### config.mk
export PLATFORM = sky130hd
export DESIGN_NAME = mdio_mgmt_ctrl
export DESIGN_NICKNAME = d
export VERILOG_FILES = /design/src/rtl/mdio_pkg.sv /design/src/rtl/mdio_clkgen.sv /design/src/rtl/mdio_frame.sv /design/src/rtl/mdio_regs.sv /design/src/rtl/mdio_mgmt_ctrl.sv
export SDC_FILE = /design/constraint.sdc
export NUM_CORES = 1
export LEC_CHECK = 0
export ABC_AREA = 1
export BUFFER_PORTS_ARGS = -buffer_cell sky130_fd_sc_hd__buf_2
export CELL_PAD_IN_SITES_DETAIL_PLACEMENT = 2
export CELL_PAD_IN_SITES_GLOBAL_PLACEMENT = 2
export CORE_MARGIN = 1
export CORE_UTILIZATION = 33
export DETAILED_ROUTE_END_ITERATION = 8
export PLACE_DENSITY_LB_ADDON = 0.1
export REMOVE_ABC_BUFFERS = 1
export SYNTH_ARGS = -nofsm -noshare
export SYNTH_HDL_FRONTEND = slang
export SYNTH_SLANG_ARGS = --single-unit
### constraint.sdc
create_clock -name clk -period 3.5 [get_ports clk]
set_input_delay 0.35 -clock clk [delete_from_list [all_inputs] [get_ports clk]]
set_output_delay 0.35 -clock clk [all_outputs]
set_load 0.005 [all_outputs]
### src/rtl/mdio_pkg.sv
package mdio_pkg;

    localparam int BUS_W  = 32;
    localparam int ADDR_W = 8;
    localparam int DATA_W = 16;
    localparam int PHY_W  = 5;
    localparam int REG_W  = 5;
    localparam int SEL_W  = 3;
    localparam int HALF_W = 6;

    // register byte offsets (software-visible map)
    localparam logic [ADDR_W-1:0] OFF_CFG = 8'h20;
    localparam logic [ADDR_W-1:0] OFF_CMD = 8'h24;
    localparam logic [ADDR_W-1:0] OFF_ADR = 8'h28;
    localparam logic [ADDR_W-1:0] OFF_CTL = 8'h2C;
    localparam logic [ADDR_W-1:0] OFF_STS = 8'h30;
    localparam logic [ADDR_W-1:0] OFF_IND = 8'h34;

    localparam int CFG_SOFT_BIT = 31;
    localparam int ADR_PHY_LSB  = 8;

    typedef enum logic [1:0] {
        OP_WRITE = 2'b01,
        OP_READ  = 2'b10
    } mdio_op_e;

    typedef struct packed {
        mdio_op_e          op;
        logic [PHY_W-1:0]  phy;
        logic [REG_W-1:0]  regn;
        logic [DATA_W-1:0] wdata;
    } mdio_req_t;

    // half of the MDC period, in system clocks, for each divider code
    function automatic logic [HALF_W-1:0] mdc_half(input logic [SEL_W-1:0] sel);
        case (sel)
            3'd0:    return 6'd2;
            3'd1:    return 6'd3;
            3'd2:    return 6'd4;
            3'd3:    return 6'd5;
            3'd4:    return 6'd7;
            3'd5:    return 6'd10;
            3'd6:    return 6'd14;
            default: return 6'd20;
        endcase
    endfunction

endpackage

### src/rtl/mdio_clkgen.sv
module mdio_clkgen
    import mdio_pkg::*;
(
    input  logic             clk,
    input  logic             rst,
    input  logic             en,
    input  logic [SEL_W-1:0] sel,
    output logic             mdc,
    output logic             rise_tick,
    output logic             fall_tick
);

    localparam logic [HALF_W-1:0] H_ONE = HALF_W'(1);

    logic [HALF_W-1:0] cnt;
    logic [HALF_W-1:0] half;
    logic              wrap;

    assign half = mdc_half(sel);
    assign wrap = en && (cnt >= half - H_ONE);

    always_ff @(posedge clk) begin
        if (rst || !en) begin
            cnt <= '0;
            mdc <= 1'b0;
        end else if (wrap) begin
            cnt <= '0;
            mdc <= ~mdc;
        end else begin
            cnt <= cnt + H_ONE;
        end
    end

    assign rise_tick = wrap && !mdc;
    assign fall_tick = wrap && mdc;

    // MDC only ever rises while a frame enables the divider
    assert_mdc_gated_R9: assert property (@(posedge clk) disable iff (rst)
        $rose(mdc) |-> $past(en));

    // MDC holds its level between divider wraps
    assert_mdc_half_R9: assert property (@(posedge clk) disable iff (rst)
        (en && !wrap) |=> $stable(mdc));

endmodule

### src/rtl/mdio_frame.sv
module mdio_frame
    import mdio_pkg::*;
#(
    parameter int PREAMBLE_LEN = 32
) (
    input  logic              clk,
    input  logic              rst,
    input  logic              start,
    input  mdio_req_t         req,
    input  logic              rise_tick,
    input  logic              fall_tick,
    input  logic              mdio_i,
    output logic              busy,
    output logic              mdio_o,
    output logic              mdio_oe,
    output logic              rd_done,
    output logic [DATA_W-1:0] rd_data
);

    localparam int HDR_LEN   = 2 + 2 + PHY_W + REG_W;
    localparam int DRIVE_RD  = PREAMBLE_LEN + HDR_LEN;
    localparam int DATA_POS  = DRIVE_RD + 2;
    localparam int FRAME_LEN = DATA_POS + DATA_W;
    localparam int IDX_W     = $clog2(FRAME_LEN);

    localparam logic [IDX_W-1:0] LAST_IDX  = IDX_W'(FRAME_LEN - 1);
    localparam logic [IDX_W-1:0] DRIVE_IDX = IDX_W'(DRIVE_RD);
    localparam logic [IDX_W-1:0] DATA_IDX  = IDX_W'(DATA_POS);
    localparam logic [IDX_W-1:0] IDX_ONE   = IDX_W'(1);

    logic                 busy_q;
    logic                 is_rd;
    logic [FRAME_LEN-1:0] shreg;
    logic [FRAME_LEN-1:0] frame_init;
    logic [IDX_W-1:0]     idx;
    logic [DATA_W-1:0]    cap;
    logic                 last;
    logic                 req_rd;

    assign req_rd = (req.op == OP_READ);
    assign frame_init = {{PREAMBLE_LEN{1'b1}}, 2'b01, req.op, req.phy, req.regn,
                         (req_rd ? 2'b11 : 2'b10),
                         (req_rd ? {DATA_W{1'b0}} : req.wdata)};
    assign last = (idx == LAST_IDX);

    always_ff @(posedge clk) begin
        if (rst) begin
            busy_q <= 1'b0;
            is_rd  <= 1'b0;
            shreg  <= '0;
            idx    <= '0;
            cap    <= '0;
        end else if (start && !busy_q) begin
            busy_q <= 1'b1;
            is_rd  <= req_rd;
            shreg  <= frame_init;
            idx    <= '0;
            cap    <= '0;
        end else if (busy_q) begin
            if (rise_tick && is_rd && (idx >= DATA_IDX)) begin
                cap <= {cap[DATA_W-2:0], mdio_i};
            end
            if (fall_tick) begin
                if (last) begin
                    busy_q <= 1'b0;
                end else begin
                    idx   <= idx + IDX_ONE;
                    shreg <= {shreg[FRAME_LEN-2:0], 1'b0};
                end
            end
        end
    end

    assign busy    = busy_q;
    assign rd_done = busy_q && is_rd && fall_tick && last;
    assign rd_data = cap;
    assign mdio_o  = busy_q ? shreg[FRAME_LEN-1] : 1'b1;
    assign mdio_oe = busy_q && (!is_rd || (idx < DRIVE_IDX));

    // busy only rises after an accepted start
    assert_busy_start_R6: assert property (@(posedge clk) disable iff (rst)
        $rose(busy_q) |-> $past(start));

    // the register side never issues a start while a frame runs
    assert_start_idle_R8: assert property (@(posedge clk) disable iff (rst)
        start |-> !busy_q);

    // the bit position advances only on MDC falling ticks
    assert_idx_hold_R3: assert property (@(posedge clk) disable iff (rst)
        (busy_q && !fall_tick) |=> $stable(idx));

endmodule

### src/rtl/mdio_regs.sv
module mdio_regs
    import mdio_pkg::*;
(
    input  logic              clk,
    input  logic              rst,
    input  logic [ADDR_W-1:0] bus_addr,
    input  logic [BUS_W-1:0]  bus_wdata,
    input  logic              bus_wr,
    input  logic              bus_rd,
    output logic [BUS_W-1:0]  bus_rdata,
    input  logic              eng_busy,
    input  logic              eng_rd_done,
    input  logic [DATA_W-1:0] eng_rd_data,
    output logic              soft_rst,
    output logic [SEL_W-1:0]  div_sel,
    output logic              start,
    output mdio_req_t         req
);

    logic              cfg_soft;
    logic [SEL_W-1:0]  cfg_sel;
    logic              cmd_rd;
    logic [PHY_W-1:0]  adr_phy;
    logic [REG_W-1:0]  adr_reg;
    logic [DATA_W-1:0] ctl_data;
    logic [DATA_W-1:0] status;
    logic              invalid;
    logic [BUS_W-1:0]  rd_mux;

    logic wr_cfg, wr_cmd, wr_adr, wr_ctl;
    logic go_wr, go_rd;
    logic unused_wbits;

    assign unused_wbits = ^bus_wdata[CFG_SOFT_BIT-1:DATA_W];

    assign wr_cfg = bus_wr && (bus_addr == OFF_CFG);
    assign wr_cmd = bus_wr && (bus_addr == OFF_CMD);
    assign wr_adr = bus_wr && (bus_addr == OFF_ADR);
    assign wr_ctl = bus_wr && (bus_addr == OFF_CTL);

    // a write frame starts on a data write, a read on a 0->1 command edge
    assign go_wr = wr_ctl && !eng_busy && !cfg_soft;
    assign go_rd = wr_cmd && bus_wdata[0] && !cmd_rd && !eng_busy && !cfg_soft;
    assign start = go_wr || go_rd;

    always_comb begin
        req.op    = go_rd ? OP_READ : OP_WRITE;
        req.phy   = adr_phy;
        req.regn  = adr_reg;
        req.wdata = bus_wdata[DATA_W-1:0];
    end

    always_ff @(posedge clk) begin
        if (rst) begin
            cfg_soft <= 1'b0;
            cfg_sel  <= '0;
            cmd_rd   <= 1'b0;
            adr_phy  <= '0;
            adr_reg  <= '0;
            ctl_data <= '0;
            status   <= '0;
            invalid  <= 1'b0;
        end else begin
            if (wr_cfg) begin
                cfg_soft <= bus_wdata[CFG_SOFT_BIT];
                cfg_sel  <= bus_wdata[SEL_W-1:0];
            end
            if (wr_cmd) cmd_rd <= bus_wdata[0];
            if (wr_adr) begin
                adr_phy <= bus_wdata[ADR_PHY_LSB +: PHY_W];
                adr_reg <= bus_wdata[REG_W-1:0];
            end
            if (go_wr) ctl_data <= bus_wdata[DATA_W-1:0];
            if (eng_rd_done) status <= eng_rd_data;
            if (cfg_soft)         invalid <= 1'b0;
            else if (go_rd)       invalid <= 1'b1;
            else if (eng_rd_done) invalid <= 1'b0;
        end
    end

    always_comb begin
        case (bus_addr)
            OFF_CFG: rd_mux = {cfg_soft, {(BUS_W-1-SEL_W){1'b0}}, cfg_sel};
            OFF_CMD: rd_mux = {{(BUS_W-1){1'b0}}, cmd_rd};
            OFF_ADR: rd_mux = {{(BUS_W-ADR_PHY_LSB-PHY_W){1'b0}}, adr_phy,
                               {(ADR_PHY_LSB-REG_W){1'b0}}, adr_reg};
            OFF_CTL: rd_mux = {{(BUS_W-DATA_W){1'b0}}, ctl_data};
            OFF_STS: rd_mux = {{(BUS_W-DATA_W){1'b0}}, status};
            OFF_IND: rd_mux = {{(BUS_W-3){1'b0}}, invalid, 1'b0, eng_busy};
            default: rd_mux = '0;
        endcase
    end

    always_ff @(posedge clk) begin
        if (rst)         bus_rdata <= '0;
        else if (bus_rd) bus_rdata <= rd_mux;
    end

    assign soft_rst = cfg_soft;
    assign div_sel  = cfg_sel;

    // invalid drops only when a read result lands or soft reset acts
    assert_inv_clear_R7: assert property (@(posedge clk) disable iff (rst)
        $fell(invalid) |-> ($past(eng_rd_done) || $past(cfg_soft)));

    // the read result register changes only on read completion
    assert_status_hold_R4: assert property (@(posedge clk) disable iff (rst)
        !eng_rd_done |=> $stable(status));

    // a data write during a frame leaves the data register untouched
    assert_ctl_ignore_R8: assert property (@(posedge clk) disable iff (rst)
        (wr_ctl && eng_busy) |=> $stable(ctl_data));

endmodule

### src/rtl/mdio_mgmt_ctrl.sv
module mdio_mgmt_ctrl
    import mdio_pkg::*;
#(
    parameter int PREAMBLE_LEN = 32
) (
    input  logic              clk,
    input  logic              rst,
    input  logic [ADDR_W-1:0] bus_addr,
    input  logic [BUS_W-1:0]  bus_wdata,
    input  logic              bus_wr,
    input  logic              bus_rd,
    output logic [BUS_W-1:0]  bus_rdata,
    output logic              mdc,
    output logic              mdio_o,
    output logic              mdio_oe,
    input  logic              mdio_i
);

    logic              soft_rst;
    logic              eng_rst;
    logic [SEL_W-1:0]  div_sel;
    logic              start;
    mdio_req_t         req;
    logic              busy;
    logic              rd_done;
    logic [DATA_W-1:0] rd_data;
    logic              rise_tick;
    logic              fall_tick;

    assign eng_rst = rst || soft_rst;

    mdio_regs u_regs (
        .clk         (clk),
        .rst         (rst),
        .bus_addr    (bus_addr),
        .bus_wdata   (bus_wdata),
        .bus_wr      (bus_wr),
        .bus_rd      (bus_rd),
        .bus_rdata   (bus_rdata),
        .eng_busy    (busy),
        .eng_rd_done (rd_done),
        .eng_rd_data (rd_data),
        .soft_rst    (soft_rst),
        .div_sel     (div_sel),
        .start       (start),
        .req         (req)
    );

    mdio_clkgen u_clkgen (
        .clk       (clk),
        .rst       (eng_rst),
        .en        (busy),
        .sel       (div_sel),
        .mdc       (mdc),
        .rise_tick (rise_tick),
        .fall_tick (fall_tick)
    );

    mdio_frame #(
        .PREAMBLE_LEN (PREAMBLE_LEN)
    ) u_frame (
        .clk       (clk),
        .rst       (eng_rst),
        .start     (start),
        .req       (req),
        .rise_tick (rise_tick),
        .fall_tick (fall_tick),
        .mdio_i    (mdio_i),
        .busy      (busy),
        .mdio_o    (mdio_o),
        .mdio_oe   (mdio_oe),
        .rd_done   (rd_done),
        .rd_data   (rd_data)
    );

    // MDC rests low whenever the engine is idle
    assert_mdc_idle_R9: assert property (@(posedge clk) disable iff (rst)
        !busy |-> !mdc);

    // an active soft reset leaves the pin released
    assert_soft_release_R10: assert property (@(posedge clk) disable iff (rst)
        $past(soft_rst) && soft_rst |-> !mdio_oe);

endmodule

Word level (Yosys, flattened, before mapping)
Cells that the tools add are included.
- $lt $le $gt $ge: 3
- multiplexer cells: 16
- eq/ne operators: 15
- bitwise operators: 2
- add/sub/neg operators: 3
- reduce and logical (&&, ||, !) cells: 39
- operators with widths (cell ; count):
    $mux 64 ; 4
    $pmux 32 s6 ; 1
    $eq 8x6->1 const B ; 6
    $pmux 5 s7 ; 1
    $logic_and 1x1->1 ; 20
    $mux 16 ; 1
    $add 6x1->6 const B ; 2
    $eq 3x3->1 const B ; 3
    $mux 1 ; 8
    $eq 3x2->1 const B ; 2
    $eq 6x6->1 const B ; 1
    $ge 6x6->1 ; 1
    $ge 6x6->1 const B ; 1
    $lt 6x6->1 const B ; 1
    $reduce_and 3->1 ; 2
    $reduce_bool 2->1 ; 3
    $reduce_or 2->1 ; 3
    $sub 5x1->6 const B ; 1
    $logic_not 1->1 ; 5
    $logic_or 1x1->1 ; 4
    $eq 3x1->1 const B ; 1
    $logic_not 3->1 ; 1
    $eq 2x2->1 const B ; 1
    $mux 2 ; 1
    3 further kinds ; 4
- output and inout bits: 35
- flip-flop bits (word level): 175

Longest topological paths before layout
- word-level depth: 10
- mapped depth: 17
- gate-level depth less buffers: 16

Cells and area by module
Synthesis repeated with hierarchy kept, for this count alone.
- cell total of the unflattened synthesis: 971
- area, all modules: 7073.0 sq um
- modules (own cells, without submodules) (module ; cells an instance ; times used ; area an instance (sq um)):
    mdio_frame ; 487 ; 1 ; 3535.9
    mdio_regs ; 404 ; 1 ; 2995.4
    mdio_clkgen ; 77 ; 1 ; 530.5
    mdio_mgmt_ctrl ; 3 ; 1 ; 11.3

Least setup slack after synthesis
No wires, ideal clock.
- path kind: flip-flop to flip-flop
- start: register u_regs.cfg_sel[0], in the netlist u_regs.div_sel[0]
- end: register u_regs.status[12]
- arrival: 2.327 ns
- setup slack: 1.060 ns
- clock period less this slack: 2.440 ns
- stages on the path, launching flop included: 18
- library setup time: 0.113 ns
- path buffers: 1
- data required time: 3.387 ns
- cell sequence: dfxtp_1 -> inv_1 -> a21oi_1 -> o21bai_1 -> ha_1 -> xor2_1 -> inv_1 -> ha_1 -> nand2_1 -> nor2_1 -> nand2_1 -> nand2_2 -> nand4_1 -> nor2_1 -> buf_2 -> nand2_1 -> nand2_1 -> nor2_1
- cells in the longest elaborated chain, start to end: 8
- RTL lines (element ; RTL line ; RTL):
    from (decl) ; mdio_regs.sv:21 ; logic [SEL_W-1:0] cfg_sel;
    from (signal assigned) ; mdio_regs.sv:66 ; cfg_sel <= bus_wdata[SEL_W-1:0];
    $eq 3x3->1 (tied with other cells) ; mdio_pkg.sv:36 ; case (sel)
    $pmux 5 s7 * ; mdio_pkg.sv:36 ;
    $sub 5x1->6 * ; mdio_clkgen.sv:20 ; assign wrap = en && (cnt >= half - H_ONE);
    $ge 6x6->1 * ; mdio_clkgen.sv:20 ;
    $logic_and 1x1->1 * ; mdio_clkgen.sv:20 ;
    $logic_and 1x1->1 * ; mdio_clkgen.sv:35 ; assign fall_tick = wrap && mdc;
    $logic_and 1x1->1 * (2 in a row) ; mdio_frame.sv:75 ; assign rd_done = busy_q && is_rd && fall_tick && last;
    to (signal assigned) ; mdio_regs.sv:74 ; if (eng_rd_done) status <= eng_rd_data;
    to (decl) ; mdio_regs.sv:26 ; logic [DATA_W-1:0] status;
Every way passes the cells marked *; elsewhere a longest branch is shown, timed or not.
A chain may end at the register's enable or synchronous reset.

Worst setup path after layout
- start: register u_regs.cfg_sel[2], in the netlist u_regs.div_sel[2]
- end: register u_frame.shreg[61]
- cells in the longest elaborated chain, start to end: 8
- RTL lines (element ; RTL line ; RTL):
    $eq 3x3->1 (tied with other cells) ; mdio_pkg.sv:36 ;
    $pmux 5 s7 * ; mdio_pkg.sv:36 ;
    $sub 5x1->6 * ; mdio_clkgen.sv:20 ;
    $ge 6x6->1 * ; mdio_clkgen.sv:20 ;
    $logic_and 1x1->1 * ; mdio_clkgen.sv:20 ;
    $logic_and 1x1->1 * ; mdio_clkgen.sv:35 ;
    $reduce_bool 2->1 (no line) * ; -- ;
    $reduce_and 3->1 (no line) * ; -- ;
    to (signal assigned) ; mdio_frame.sv:56 ; shreg <= frame_init;
    to (signal assigned) ; mdio_frame.sv:68 ; shreg <= {shreg[FRAME_LEN-2:0], 1'b0};
    to (decl) ; mdio_frame.sv:33 ; logic [FRAME_LEN-1:0] shreg;
Marked as above.

==> impl_results.md <==
- Setup TNS Final: 0 ps
- Vias per cell: 4.97
- Final WL: 23000 µm
- Crit path from: u_regs.div_sel[2]
- Worst path slowest cell: dfxtp_1
- Final HPWL DP: 15700 µm
- Reg-to-reg slack, setup: 460 ps
- Largest net degree at the start of global routing: 58
- ANT nets after route: 0
- Drt first-iter violations: 277
- M3 GR Usage: 2.99%
- Critical path cell sequence: inv_1 -> a21oi_1 -> o21bai_1 -> ha_1 -> xor2_1 -> inv_1 -> ha_1 -> nand2_1 -> nor2_1 -> nand2_1 -> nand2_2 -> nand3_1 -> nor2_4 -> buf_4 -> nand2_1 -> nand3_1 -> inv_1
- Register-to-Register Path Depth: 17
- Clock Tree Root: clkbuf_16
- Max-Slew Margin vs Limit: 43.0%
- Buffers on Ports: 49
- Largest register by flop count: u_frame.shreg
- Most common cell in the netlist: nand2_1
- Slew Viols, Final: 0
- Combinational share of power: 3.2%
- GR Util met2: 35.4%
- CTS Buffer Depth: 2
- F_max: 0.329 GHz
- Initial antenna violation count: 0
- Hold-fix buffers at CTS: 0
- Gate Count Post-Synth: 1080
- Status: finished with violations
- Congestion Overflow GR: 0
- Hold Path Stages: 3
- Placer Congestion: 0.743
- Final setup vio count: 0
- Num CTS Buffers: 17
- Top flop regs: u_frame.shreg (64), u_regs.bus_rdata (17)
- Die area: 23200 µm²
- Placed inst area: 7850 µm²
- Worst flop-to-flop path endpoint: u_frame.shreg[61]
- Worst-margin pin slew: 854 ps
- Min Tclk post-route: 3040 ps
- Post-synth EDFFs: 0
- Maximum vdd drop: 283 µV
- Max-cap viol count: 0
- Final Hold Viols: 0
- Final worst path period share: 86.8%
- Sw frac: 24.7%
- Overall global routing resource usage: 20.8%
- Flop pwr share: 48.1%
- Core Area: 22000 µm²
- Synth area leaders: dfxtp_1 (43%), nand2_1 (12%), nor2_1 (7.2%), a21oi_1 (7.2%), inv_1 (6.3%)
- Die Width: 152 µm
- Worst path top cell family by delay: simple AND/OR/NAND/NOR gates
- P&R area growth vs syn: 13.3%
- Slowest stage delay, CP: 420 ps
- Tot Pwr: 3.80 mW
- CTS tree: built
- Ys Warns: 0
- Buf/Inv on CP: 4
- Global-route wire length before repair: 38100 µm
- Clk pin slew, worst setup/hold paths: 70 ps
- GR peak layer: met2
- Crit path DAT: 3370 ps
- Leading area contributor after synthesis: dfxtp_1
- Worst r2r src: u_regs.div_sel[2]
- Synth Cell Area: 7440 µm²
- Crit. End Element: flip-flop
- Pre-CTS setup slack: 323 ps
- NetSw: 0.938 mW
- CP Max Fanout: 13
- Synth unique cells: 34
- RSZ-0062 raised after global routing: false
- Starting Density: 33.9%
- Largest register FFs: 64
- Final #Nets: 1157
- Pwr per Cell Area: 450 nW/µm²
- Detailed-route DRC error count: 3
- Non-filler instance count after layout: 1396
- Via Count: 6941
- Avg WL per Cell: 16.5 µm
- Pre-Repair DR Iteration Count: 6
- Hold path endpoint: u_frame.rd_data[0]
- Post-synthesis sequential area ratio: 43.0%
- Ports: 80
- Dpl cells: 1364
- Clk_skew: 16.5 ps
- Final instance area: 8430 µm²
- #FFs+latches synth: 160
- Launch point of the worst hold path: mdio_i
- Critical Path RT: 3830 ps
- Core Rows: 54
- Top cells by count, synth: nand2_1 (240), dfxtp_1 (160), nor2_1 (143)
- Avg Synthesized Cell Area: 6.89 µm²
- Type of origin of the critical path: flip-flop
- Clk pwr share: 48.8%
- Share of cells above drive strength 1: 10.9%
- Top FF cell, synth: dfxtp_1
- Synth async-reset ratio: 0%
- Leak: 3.41 nW
- Setup ws final: 461 ps
- Min-Delay Path Class: input port to flip-flop
- Clock Latency Late Sink: 440 ps
- CTS Sinks: 160
- Antenna cells: 0
- Internal Power: 2.86 mW
- Vias in the first global route: 7272
- Die span in y: 152 µm
- H-tree depth: 4
- Synth top area share: 43.0%
- Global Route met1 Usage: 27.3%
- Setup CP Type: flip-flop to flip-flop
- Failing checks: DRC
-- cells in the final DEF (no fill, tap or decap), types with 16 or more instances in the layout --
cell         n
a21oi_1    107
buf_2       49
buf_4       18
clkbuf_16   17
conb_1      16
dfxtp_1    160
inv_1      124
nand2_1    240
nand3_1     59
nand4_1     33
nor2_1     140
nor3_1      16
o21ai_0     58
-- layout make-up --
type                    count  area, µm²
clock buffers              17        425
clock inverters            15        153
fillers                  2632      13500
inverters                 130        489
multi-input cells         725       3390
flip-flops and latches    160       3200
well taps                 280        350
repair buffers             69        420
-- logic make-up (layout without fill, tap and decap cells) --
family / after synthesis / in the layout / synth area share, %
AND/OR/NAND/NOR: 518 / 518 / 30.2
flip-flops: 160 / 160 / 43.0
buffers and inverters: 209 / 231 / 12.3
other: 2 / 16 / 0.101
XOR/XNOR: 6 / 6 / 0.706
adder cells (fa/ha/maj): 9 / 9 / 1.51
AO/OA/AOI/OAI: 176 / 176 / 12.2
-- repair_timing --
item,in CTS,in global routing
setup buffers,0,0
setup endpoints to repair,0,16
gates resized for setup,0,2
-- power groups by stage --
stage	clock network [mW]	logic (mW)	registers [mW]
3_5_place_dp	0	0.122	1.87
4_1_cts	1.91	0.123	1.82
6_report	1.85	0.121	1.82
2_1_floorplan	0	0.0507	1.87
5_1_grt	1.98	0.136	1.82
3_3_place_gp	0	0.121	1.87
-- layer usage --
layer  vias to the layer above  wire, µm  share of wire [%]
li1                       3446         -                  -
met1                      3418     11000                 48
met2                        64     11200                 49
met3                        13       598                2.6
met4                         0       218               0.95
met5                         -         0                  0
-- worst max path at each step --
| stage | endpoint | slack, ps | depth (start not counted) |
|---|---|---|---|
| after floorplan | u_frame.shreg[30] | -930 | 14 |
| after global placement | u_frame.shreg[62] | 400 | 17 |
| after detailed placement | u_frame.shreg[61] | 320 | 17 |
| after CTS | u_frame.shreg[61] | 260 | 17 |
| after global routing | u_frame.shreg[62] | 60 | 17 |
| final | u_frame.shreg[61] | 460 | 17 |
-- stage by stage --
| step | util [%] | hold WS, ps |
|---|---|---|
| final | 38.4 | 166 |
| after CTS | 38.4 | 166 |
| after global placement | 35.7 | 439 |
| after global routing | 38.4 | 178 |
| after detailed placement | 35.7 | 447 |
| after floorplan | - | 419 |
-- tightest hold or removal path, delay by kind of cell --
kind	cells	cell delay (ps)
AND/OR/NAND/NOR	1	60
buffers and inverters	1	100
AO/OA/AOI/OAI	1	50
No activity file was read; power rests on OpenSTA's default activity.
